File: config.mk
export PLATFORM = sky130hd
export DESIGN_NAME = pcm_tdm_port
export DESIGN_NICKNAME = d
export VERILOG_FILES = /design/src/rtl/pcm_tdm_pkg.sv /design/src/rtl/pcm_bclk_gen.sv /design/src/rtl/pcm_slot_seq.sv /design/src/rtl/pcm_tx_shift.sv /design/src/rtl/pcm_rx_shift.sv /design/src/rtl/pcm_tdm_port.sv
export SDC_FILE = /design/constraint.sdc
export NUM_CORES = 1
export LEC_CHECK = 0
export ABC_AREA = 1
export BUFFER_PORTS_ARGS = -buffer_cell sky130_fd_sc_hd__clkbuf_2
export CAP_MARGIN = 10
export CORE_MARGIN = 2
export CORE_UTILIZATION = 54
export DETAILED_ROUTE_END_ITERATION = 10
export HOLD_SLACK_MARGIN = 0.15
export MAX_ROUTING_LAYER = met4
export PLACE_DENSITY = 0.76
export SKIP_LAST_GASP = 1
export SLEW_MARGIN = 0
export SYNTH_ARGS = -nofsm -noshare
export SYNTH_HDL_FRONTEND = slang
export SYNTH_SLANG_ARGS = --single-unit
File: constraint.sdc
create_clock -name clk -period 4.7 [get_ports clk]
set_input_delay 0.47 -clock clk [delete_from_list [all_inputs] [get_ports clk]]
set_output_delay 0.47 -clock clk [all_outputs]
set_load 0.01 [all_outputs]
File: src/rtl/pcm_tdm_pkg.sv
package pcm_tdm_pkg;
   typedef enum logic {
      FRAME_EARLY   = 1'b0,
      FRAME_ALIGNED = 1'b1
   } frame_mode_e;

   typedef enum logic [1:0] {
      SEQ_IDLE = 2'd0,
      SEQ_PRE  = 2'd1,
      SEQ_RUN  = 2'd2
   } seq_state_e;
endpackage

File: src/rtl/pcm_bclk_gen.sv
module pcm_bclk_gen #(
   parameter int BCLK_HALF = 2
) (
   input  logic clk,
   input  logic rst_n,
   output logic bclk,
   output logic rise_evt,
   output logic fall_evt
);
   logic tick;

   generate
      if (BCLK_HALF == 1) begin : g_direct
         assign tick = 1'b1;
      end else begin : g_count
         localparam int PW = $clog2(BCLK_HALF);
         localparam logic [PW-1:0] PH_LAST = PW'(BCLK_HALF - 1);
         logic [PW-1:0] ph_q;
         always_ff @(posedge clk or negedge rst_n) begin
            if (!rst_n) ph_q <= '0;
            else if (ph_q == PH_LAST) ph_q <= '0;
            else ph_q <= ph_q + 1'b1;
         end
         assign tick = (ph_q == PH_LAST);
      end
   endgenerate

   always_ff @(posedge clk or negedge rst_n) begin
      if (!rst_n) bclk <= 1'b0;
      else if (tick) bclk <= ~bclk;
   end

   assign rise_evt = tick & ~bclk;
   assign fall_evt = tick & bclk;
endmodule

File: src/rtl/pcm_slot_seq.sv
module pcm_slot_seq
   import pcm_tdm_pkg::*;
#(
   parameter int MAX_W     = 32,
   parameter int MAX_SLOTS = 8,
   localparam int CW = $clog2(MAX_W + 1),
   localparam int NW = $clog2(MAX_SLOTS + 1),
   localparam int BW = $clog2(MAX_W),
   localparam int SW = (MAX_SLOTS > 1) ? $clog2(MAX_SLOTS) : 1
) (
   input  logic          clk,
   input  logic          rst_n,
   input  logic          fall_evt,
   input  logic          cfg_mode,
   input  logic [CW-1:0] cfg_slot_bits,
   input  logic [NW-1:0] cfg_slot_count,
   output logic          cur_active,
   output logic [BW-1:0] cur_bit,
   output logic [SW-1:0] cur_slot,
   output logic          nxt_active,
   output logic [BW-1:0] nxt_bit,
   output logic [SW-1:0] nxt_slot,
   output logic          sync_q
);
   seq_state_e st_q, st_n;
   logic [BW-1:0] last_bit;
   logic [SW-1:0] last_slot;
   logic          nxt_sync;

   assign last_bit  = BW'(cfg_slot_bits - 1'b1);
   assign last_slot = SW'(cfg_slot_count - 1'b1);

   always_comb begin
      st_n     = st_q;
      nxt_bit  = '0;
      nxt_slot = '0;
      unique case (st_q)
         SEQ_IDLE: st_n = (frame_mode_e'(cfg_mode) == FRAME_EARLY) ? SEQ_PRE : SEQ_RUN;
         SEQ_PRE:  st_n = SEQ_RUN;
         default: begin
            st_n = SEQ_RUN;
            if (cur_bit == last_bit) begin
               nxt_bit  = '0;
               nxt_slot = (cur_slot == last_slot) ? '0 : cur_slot + 1'b1;
            end else begin
               nxt_bit  = cur_bit + 1'b1;
               nxt_slot = cur_slot;
            end
         end
      endcase
   end

   assign nxt_active = (st_n == SEQ_RUN);

   always_comb begin
      if (frame_mode_e'(cfg_mode) == FRAME_ALIGNED)
         nxt_sync = nxt_active && (nxt_bit == '0) && (nxt_slot == '0);
      else
         nxt_sync = (st_n == SEQ_PRE) ||
                    (nxt_active && (nxt_bit == last_bit) && (nxt_slot == last_slot));
   end

   always_ff @(posedge clk or negedge rst_n) begin
      if (!rst_n) begin
         st_q     <= SEQ_IDLE;
         cur_bit  <= '0;
         cur_slot <= '0;
         sync_q   <= 1'b0;
      end else if (fall_evt) begin
         st_q     <= st_n;
         cur_bit  <= nxt_bit;
         cur_slot <= nxt_slot;
         sync_q   <= nxt_sync;
      end
   end

   assign cur_active = (st_q == SEQ_RUN);
endmodule

File: src/rtl/pcm_tx_shift.sv
module pcm_tx_shift #(
   parameter int MAX_W     = 32,
   parameter int MAX_SLOTS = 8,
   localparam int CW = $clog2(MAX_W + 1),
   localparam int BW = $clog2(MAX_W),
   localparam int SW = (MAX_SLOTS > 1) ? $clog2(MAX_SLOTS) : 1
) (
   input  logic                 clk,
   input  logic                 rst_n,
   input  logic                 fall_evt,
   input  logic                 nxt_active,
   input  logic [BW-1:0]        nxt_bit,
   input  logic [SW-1:0]        nxt_slot,
   input  logic [CW-1:0]        cfg_slot_bits,
   input  logic [MAX_SLOTS-1:0] cfg_tx_mask,
   input  logic [MAX_W-1:0]     tx_data,
   output logic                 tx_load,
   output logic                 pcm_tx_d,
   output logic                 pcm_tx_oe
);
   logic [MAX_W-1:0] sr_q;
   logic [MAX_W-1:0] aligned;
   logic             own_next;

   assign own_next = nxt_active && cfg_tx_mask[nxt_slot];
   assign tx_load  = fall_evt && own_next && (nxt_bit == '0);
   assign aligned  = tx_data << (MAX_W - int'(cfg_slot_bits));

   always_ff @(posedge clk or negedge rst_n) begin
      if (!rst_n) begin
         sr_q      <= '0;
         pcm_tx_d  <= 1'b0;
         pcm_tx_oe <= 1'b0;
      end else if (fall_evt) begin
         pcm_tx_oe <= own_next;
         if (tx_load) begin
            pcm_tx_d <= aligned[MAX_W-1];
            sr_q     <= aligned << 1;
         end else if (own_next) begin
            pcm_tx_d <= sr_q[MAX_W-1];
            sr_q     <= sr_q << 1;
         end else begin
            pcm_tx_d <= 1'b0;
         end
      end
   end
endmodule

File: src/rtl/pcm_rx_shift.sv
module pcm_rx_shift #(
   parameter int MAX_W     = 32,
   parameter int MAX_SLOTS = 8,
   localparam int CW = $clog2(MAX_W + 1),
   localparam int BW = $clog2(MAX_W),
   localparam int SW = (MAX_SLOTS > 1) ? $clog2(MAX_SLOTS) : 1
) (
   input  logic                 clk,
   input  logic                 rst_n,
   input  logic                 rise_evt,
   input  logic                 cur_active,
   input  logic [BW-1:0]        cur_bit,
   input  logic [SW-1:0]        cur_slot,
   input  logic [CW-1:0]        cfg_slot_bits,
   input  logic [MAX_SLOTS-1:0] cfg_rx_mask,
   input  logic                 pcm_rx,
   output logic                 rx_valid,
   output logic [SW-1:0]        rx_slot,
   output logic [MAX_W-1:0]     rx_data
);
   logic [MAX_W-1:0] sr_q;
   logic [MAX_W-1:0] word_n;
   logic [MAX_W-1:0] keep;
   logic             take;
   logic             last;

   assign take   = rise_evt && cur_active && cfg_rx_mask[cur_slot];
   assign last   = (cur_bit == BW'(cfg_slot_bits - 1'b1));
   assign word_n = {sr_q[MAX_W-2:0], pcm_rx};
   assign keep   = ~({MAX_W{1'b1}} << cfg_slot_bits);

   always_ff @(posedge clk or negedge rst_n) begin
      if (!rst_n) begin
         sr_q     <= '0;
         rx_valid <= 1'b0;
         rx_slot  <= '0;
         rx_data  <= '0;
      end else begin
         rx_valid <= 1'b0;
         if (take) begin
            sr_q <= word_n;
            if (last) begin
               rx_valid <= 1'b1;
               rx_slot  <= cur_slot;
               rx_data  <= word_n & keep;
            end
         end
      end
   end
endmodule

File: src/rtl/pcm_tdm_port.sv
module pcm_tdm_port #(
   parameter int MAX_W     = 32,
   parameter int MIN_W     = 8,
   parameter int MAX_SLOTS = 8,
   parameter int BCLK_HALF = 2,
   localparam int CW = $clog2(MAX_W + 1),
   localparam int NW = $clog2(MAX_SLOTS + 1),
   localparam int SW = (MAX_SLOTS > 1) ? $clog2(MAX_SLOTS) : 1
) (
   input  logic                 clk,
   input  logic                 rst_n,
   input  logic                 cfg_mode,
   input  logic [CW-1:0]        cfg_slot_bits,
   input  logic [NW-1:0]        cfg_slot_count,
   input  logic [MAX_SLOTS-1:0] cfg_tx_mask,
   input  logic [MAX_SLOTS-1:0] cfg_rx_mask,
   input  logic [MAX_W-1:0]     tx_data,
   output logic                 tx_load,
   output logic [SW-1:0]        tx_slot,
   output logic                 rx_valid,
   output logic [SW-1:0]        rx_slot,
   output logic [MAX_W-1:0]     rx_data,
   output logic                 pcm_bclk,
   output logic                 pcm_sync,
   output logic                 pcm_tx_d,
   output logic                 pcm_tx_oe,
   input  logic                 pcm_rx
);
   localparam int BW = $clog2(MAX_W);

   initial begin
      assert (MIN_W >= 2 && MAX_W >= MIN_W) else $error("slot width range is empty");
      assert (MAX_SLOTS >= 1) else $error("at least one slot is needed");
      assert (BCLK_HALF >= 1) else $error("bit clock half period must be positive");
   end

   logic          rise_evt, fall_evt;
   logic          cur_active, nxt_active;
   logic [BW-1:0] cur_bit, nxt_bit;
   logic [SW-1:0] cur_slot, nxt_slot;

   pcm_bclk_gen #(.BCLK_HALF(BCLK_HALF)) u_bclk (
      .clk(clk), .rst_n(rst_n), .bclk(pcm_bclk),
      .rise_evt(rise_evt), .fall_evt(fall_evt)
   );

   pcm_slot_seq #(.MAX_W(MAX_W), .MAX_SLOTS(MAX_SLOTS)) u_seq (
      .clk(clk), .rst_n(rst_n), .fall_evt(fall_evt),
      .cfg_mode(cfg_mode), .cfg_slot_bits(cfg_slot_bits),
      .cfg_slot_count(cfg_slot_count),
      .cur_active(cur_active), .cur_bit(cur_bit), .cur_slot(cur_slot),
      .nxt_active(nxt_active), .nxt_bit(nxt_bit), .nxt_slot(nxt_slot),
      .sync_q(pcm_sync)
   );

   pcm_tx_shift #(.MAX_W(MAX_W), .MAX_SLOTS(MAX_SLOTS)) u_tx (
      .clk(clk), .rst_n(rst_n), .fall_evt(fall_evt),
      .nxt_active(nxt_active), .nxt_bit(nxt_bit), .nxt_slot(nxt_slot),
      .cfg_slot_bits(cfg_slot_bits), .cfg_tx_mask(cfg_tx_mask),
      .tx_data(tx_data), .tx_load(tx_load),
      .pcm_tx_d(pcm_tx_d), .pcm_tx_oe(pcm_tx_oe)
   );

   assign tx_slot = nxt_slot;

   pcm_rx_shift #(.MAX_W(MAX_W), .MAX_SLOTS(MAX_SLOTS)) u_rx (
      .clk(clk), .rst_n(rst_n), .rise_evt(rise_evt),
      .cur_active(cur_active), .cur_bit(cur_bit), .cur_slot(cur_slot),
      .cfg_slot_bits(cfg_slot_bits), .cfg_rx_mask(cfg_rx_mask),
      .pcm_rx(pcm_rx), .rx_valid(rx_valid), .rx_slot(rx_slot), .rx_data(rx_data)
   );
endmodule

==> out/metrics.cfg <==
[run_status]
status = completed

[synthesis]
synth_area_per_cell_um2 = 6.72
synth_seq_cells = 113
synth.distinct_cells = 37
seq_area_frac_synth_pct = 36.4
synth.area.top_cells = dfrtp_1 36%, nand3_1 18%, nand2_1 14%
synth-main-ff-cell = dfrtp_1
yosys_warnings = 0
syn_nets = 1226
syn_area_mm2 = 0.00777
syn_inst = 1157
synthArstFlopShare_pct = 100
synth_top_area_cell = dfrtp_1
synth_top_cell_area_share_pct = 36.4
synth-edff-count = 0

[timing]
fin_setup_tns_ns = 0
clock_skew_ns = 0.00710
setup_viol = 0
tightestPinTransition_ns = 0.998
setup_ws_ns = 1.02
period_share_pct = 78.2
fin_hold_ws_ns = 0.218
fmax_mhz = 272
slew_viol_final = 0
hold_viol_final = 0
period_needed_ns = 3.68
rsz0062_at_grt = false
relSlewSlack_pct = 33.5

[cells_and_area]
area_delta_synth_final_pct = 14.7
drive_gt1_share_pct = 15.1
antenna_cells = 0
fin_area_mm2 = 0.00892
finalNetCount = 1293

[die]
die_w_um = 124
die_h_um = 124
io_pins = 106
coreArea_mm2 = 0.0140
die-area_mm2 = 0.0154
start_util_pct = 55.6
rows = 43

[clock_tree]
cts_hold_buf = 0
cts_buffer_depth = 2
clk_latency_ns = 0.42
cts_tree = built
path_clk_slew_ns = 0.05
cts_setup_buffers = 0
cts_buffers = 17
cts.sinks = 113
cts_resized = 0
cts-htree-levels = 4
root_buffer = clkbuf_16

[setup_path]
cp-start-kind = primary input
r2r_slack_ns = 1.84
r2r_cells = 17
worstSetupPathType = in -> out
worstPathRequired_ns = 4.23
endpoint_kind = output port
critPathArrivalTime_ns = 3.21
r2r-end = u_tx.sr_q[12]
max_stage_delay_ns = 0.33
crit_chain = clkbuf_2, inv_1, ha_1, ha_1, xnor2_1, nor2_2, nand2_1, nor2_4, nand2_4, nand2_4, nand3_4, nand2_1, nand3_2, nand3_4, nand3_4, nor2_1, clkbuf_2
cpMostUsedCell = nand3_4
crit_fanout = 26
cpMaxStageDelayCell = ha_1
r2r-start = u_seq.cur_bit[0]

[global_routing]
grt_overflow = 0
grt_max_degree = 81
grt_pass1_vias = 7114
antenna_found_initial = 0
grt_pass1_wl_um = 34200
track_usage_pct = 29.3

[run]
max-cap-violations = 0

[drt]
drc = 0
wl_per_cell_um = 14.8
via_per_inst = 5.57
vias = 7885
final_antenna_net_count = 0
routed_wirelength_um = 21000
firstDrtPassIters = 6
drt-initial-drc-count = 836

[hold_path]
hp-class = in -> async

[power_and_ir_drop]
vdd.ir_drop.worst_mv = 0.275
power_mw = 4.81
cellLeakagePower_nw = 4.71
powerDensity_mw_per_mm2 = 539

[place]
place_congestion = 0.928
dp_hpwl_um = 14900
io_buffer_count = 104
placed_area_mm2 = 0.00831
place_ws_ns = 1.01

## how the worst max path moves through the flow
stage	from	to	slack (ns)	cells after the start
global placement	cfg_slot_bits[1]	tx_load	1.06	17
CTS	cfg_slot_bits[1]	tx_load	1.00	17
finish	cfg_slot_bits[1]	tx_load	1.02	17
global route	cfg_slot_bits[1]	tx_load	0.77	17
detailed placement	cfg_slot_bits[1]	tx_load	1.01	17
floorplan	cfg_slot_bits[0]	tx_load	0.96	21
## sequential cells by signal, indices dropped and copies added (netlist names)
name / flops
u_rx.rx_slot: 3
u_rx.rx_valid: 1
u_tx.pcm_tx_oe: 1
u_seq.sync_q: 1
u_bclk.bclk: 1
u_seq.cur_bit: 5
u_bclk.g_count.ph_q: 1
u_seq.cur_slot: 3
u_seq.st_q: 2
u_tx.pcm_tx_d: 1
u_tx.sr_q: 31
u_rx.sr_q: 31
u_rx.rx_data: 32
## synthesized netlist by cell type, drive strengths merged, types with 10 or more instances
| master | n |
|---|---|
| nor2 | 91 |
| nand3 | 289 |
| o31ai | 15 |
| a21oi | 10 |
| inv | 127 |
| buf | 33 |
| clkbuf | 38 |
| nand4 | 23 |
| nand2 | 291 |
| dfrtp | 113 |
| o21ai | 89 |
## power breakdown
part / switching (mW) / internal [mW] / leakage, nW
Sequential: 0.189 / 1.27 / 1.42
Clock: 0.450 / 0.870 / 0.288
Combinational: 1.35 / 0.677 / 3.00
Total: 1.99 / 2.82 / 4.71
## routing by layer
| metal | routed length, µm | GRT usage (%) |
|---|---|---|
| met3 | 1170 | 5.22 |
| met2 | 10300 | 47.7 |
| met1 | 8990 | 36.2 |
| met5 | 0 | - |
| met4 | 565 | 11.9 |
## critical path: cells and delay by family
| family | cells | cell delay (ns) |
|---|---|---|
| simple gates | 11 | 1.61 |
| buf+inv | 3 | 0.41 |
| fa+ha+maj | 2 | 0.57 |
| xor+xnor | 1 | 0.14 |
## area by class of cell
| class | instances | area (µm²) |
|---|---|---|
| sequential | 113 | 2830 |
| inverter | 128 | 480 |
| clock inverter | 9 | 131 |
| tap | 180 | 225 |
| timing repair buffer | 119 | 636 |
| clock buffer | 22 | 474 |
| multi-input combinational | 845 | 4150 |
| fill | 1309 | 5070 |
## metrics by stage
stage / util [%] / std cells
6_report: 63.8 / 1416
5_1_grt: 63.8 / 1416
4_1_cts: 63.8 / 1416
3_5_place_dp: 59.4 / 1385
3_3_place_gp: 59.4 / 1385
2_1_floorplan: - / 1157
## kinds of logic (layout without fill, tap and decap cells)
kind of cell,Yosys count,after routing,share of synthesized area (%)
compound gates,124,124,8.97
buf+inv,199,278,10.4
fa+ha+maj,7,7,1.13
simple gates,708,708,42.5
flops,113,113,36.4
xor+xnor,6,6,0.676
## layout by cell type (no fill, tap or decap), types with 7 or more instances in the layout
cell       count
dfrtp_1      113
o211ai_1       7
o21ai_0       83
o31ai_1       15
clkbuf_16     17
clkbuf_2     103
nand3_1      278
nand4_1       23
nand3_2        7
a21oi_1       10
ha_1           7
buf_4         16
and3_1         7
inv_1        122
nor2_1        83
nand2_1      282
No activity file was read; power rests on OpenSTA's default activity.
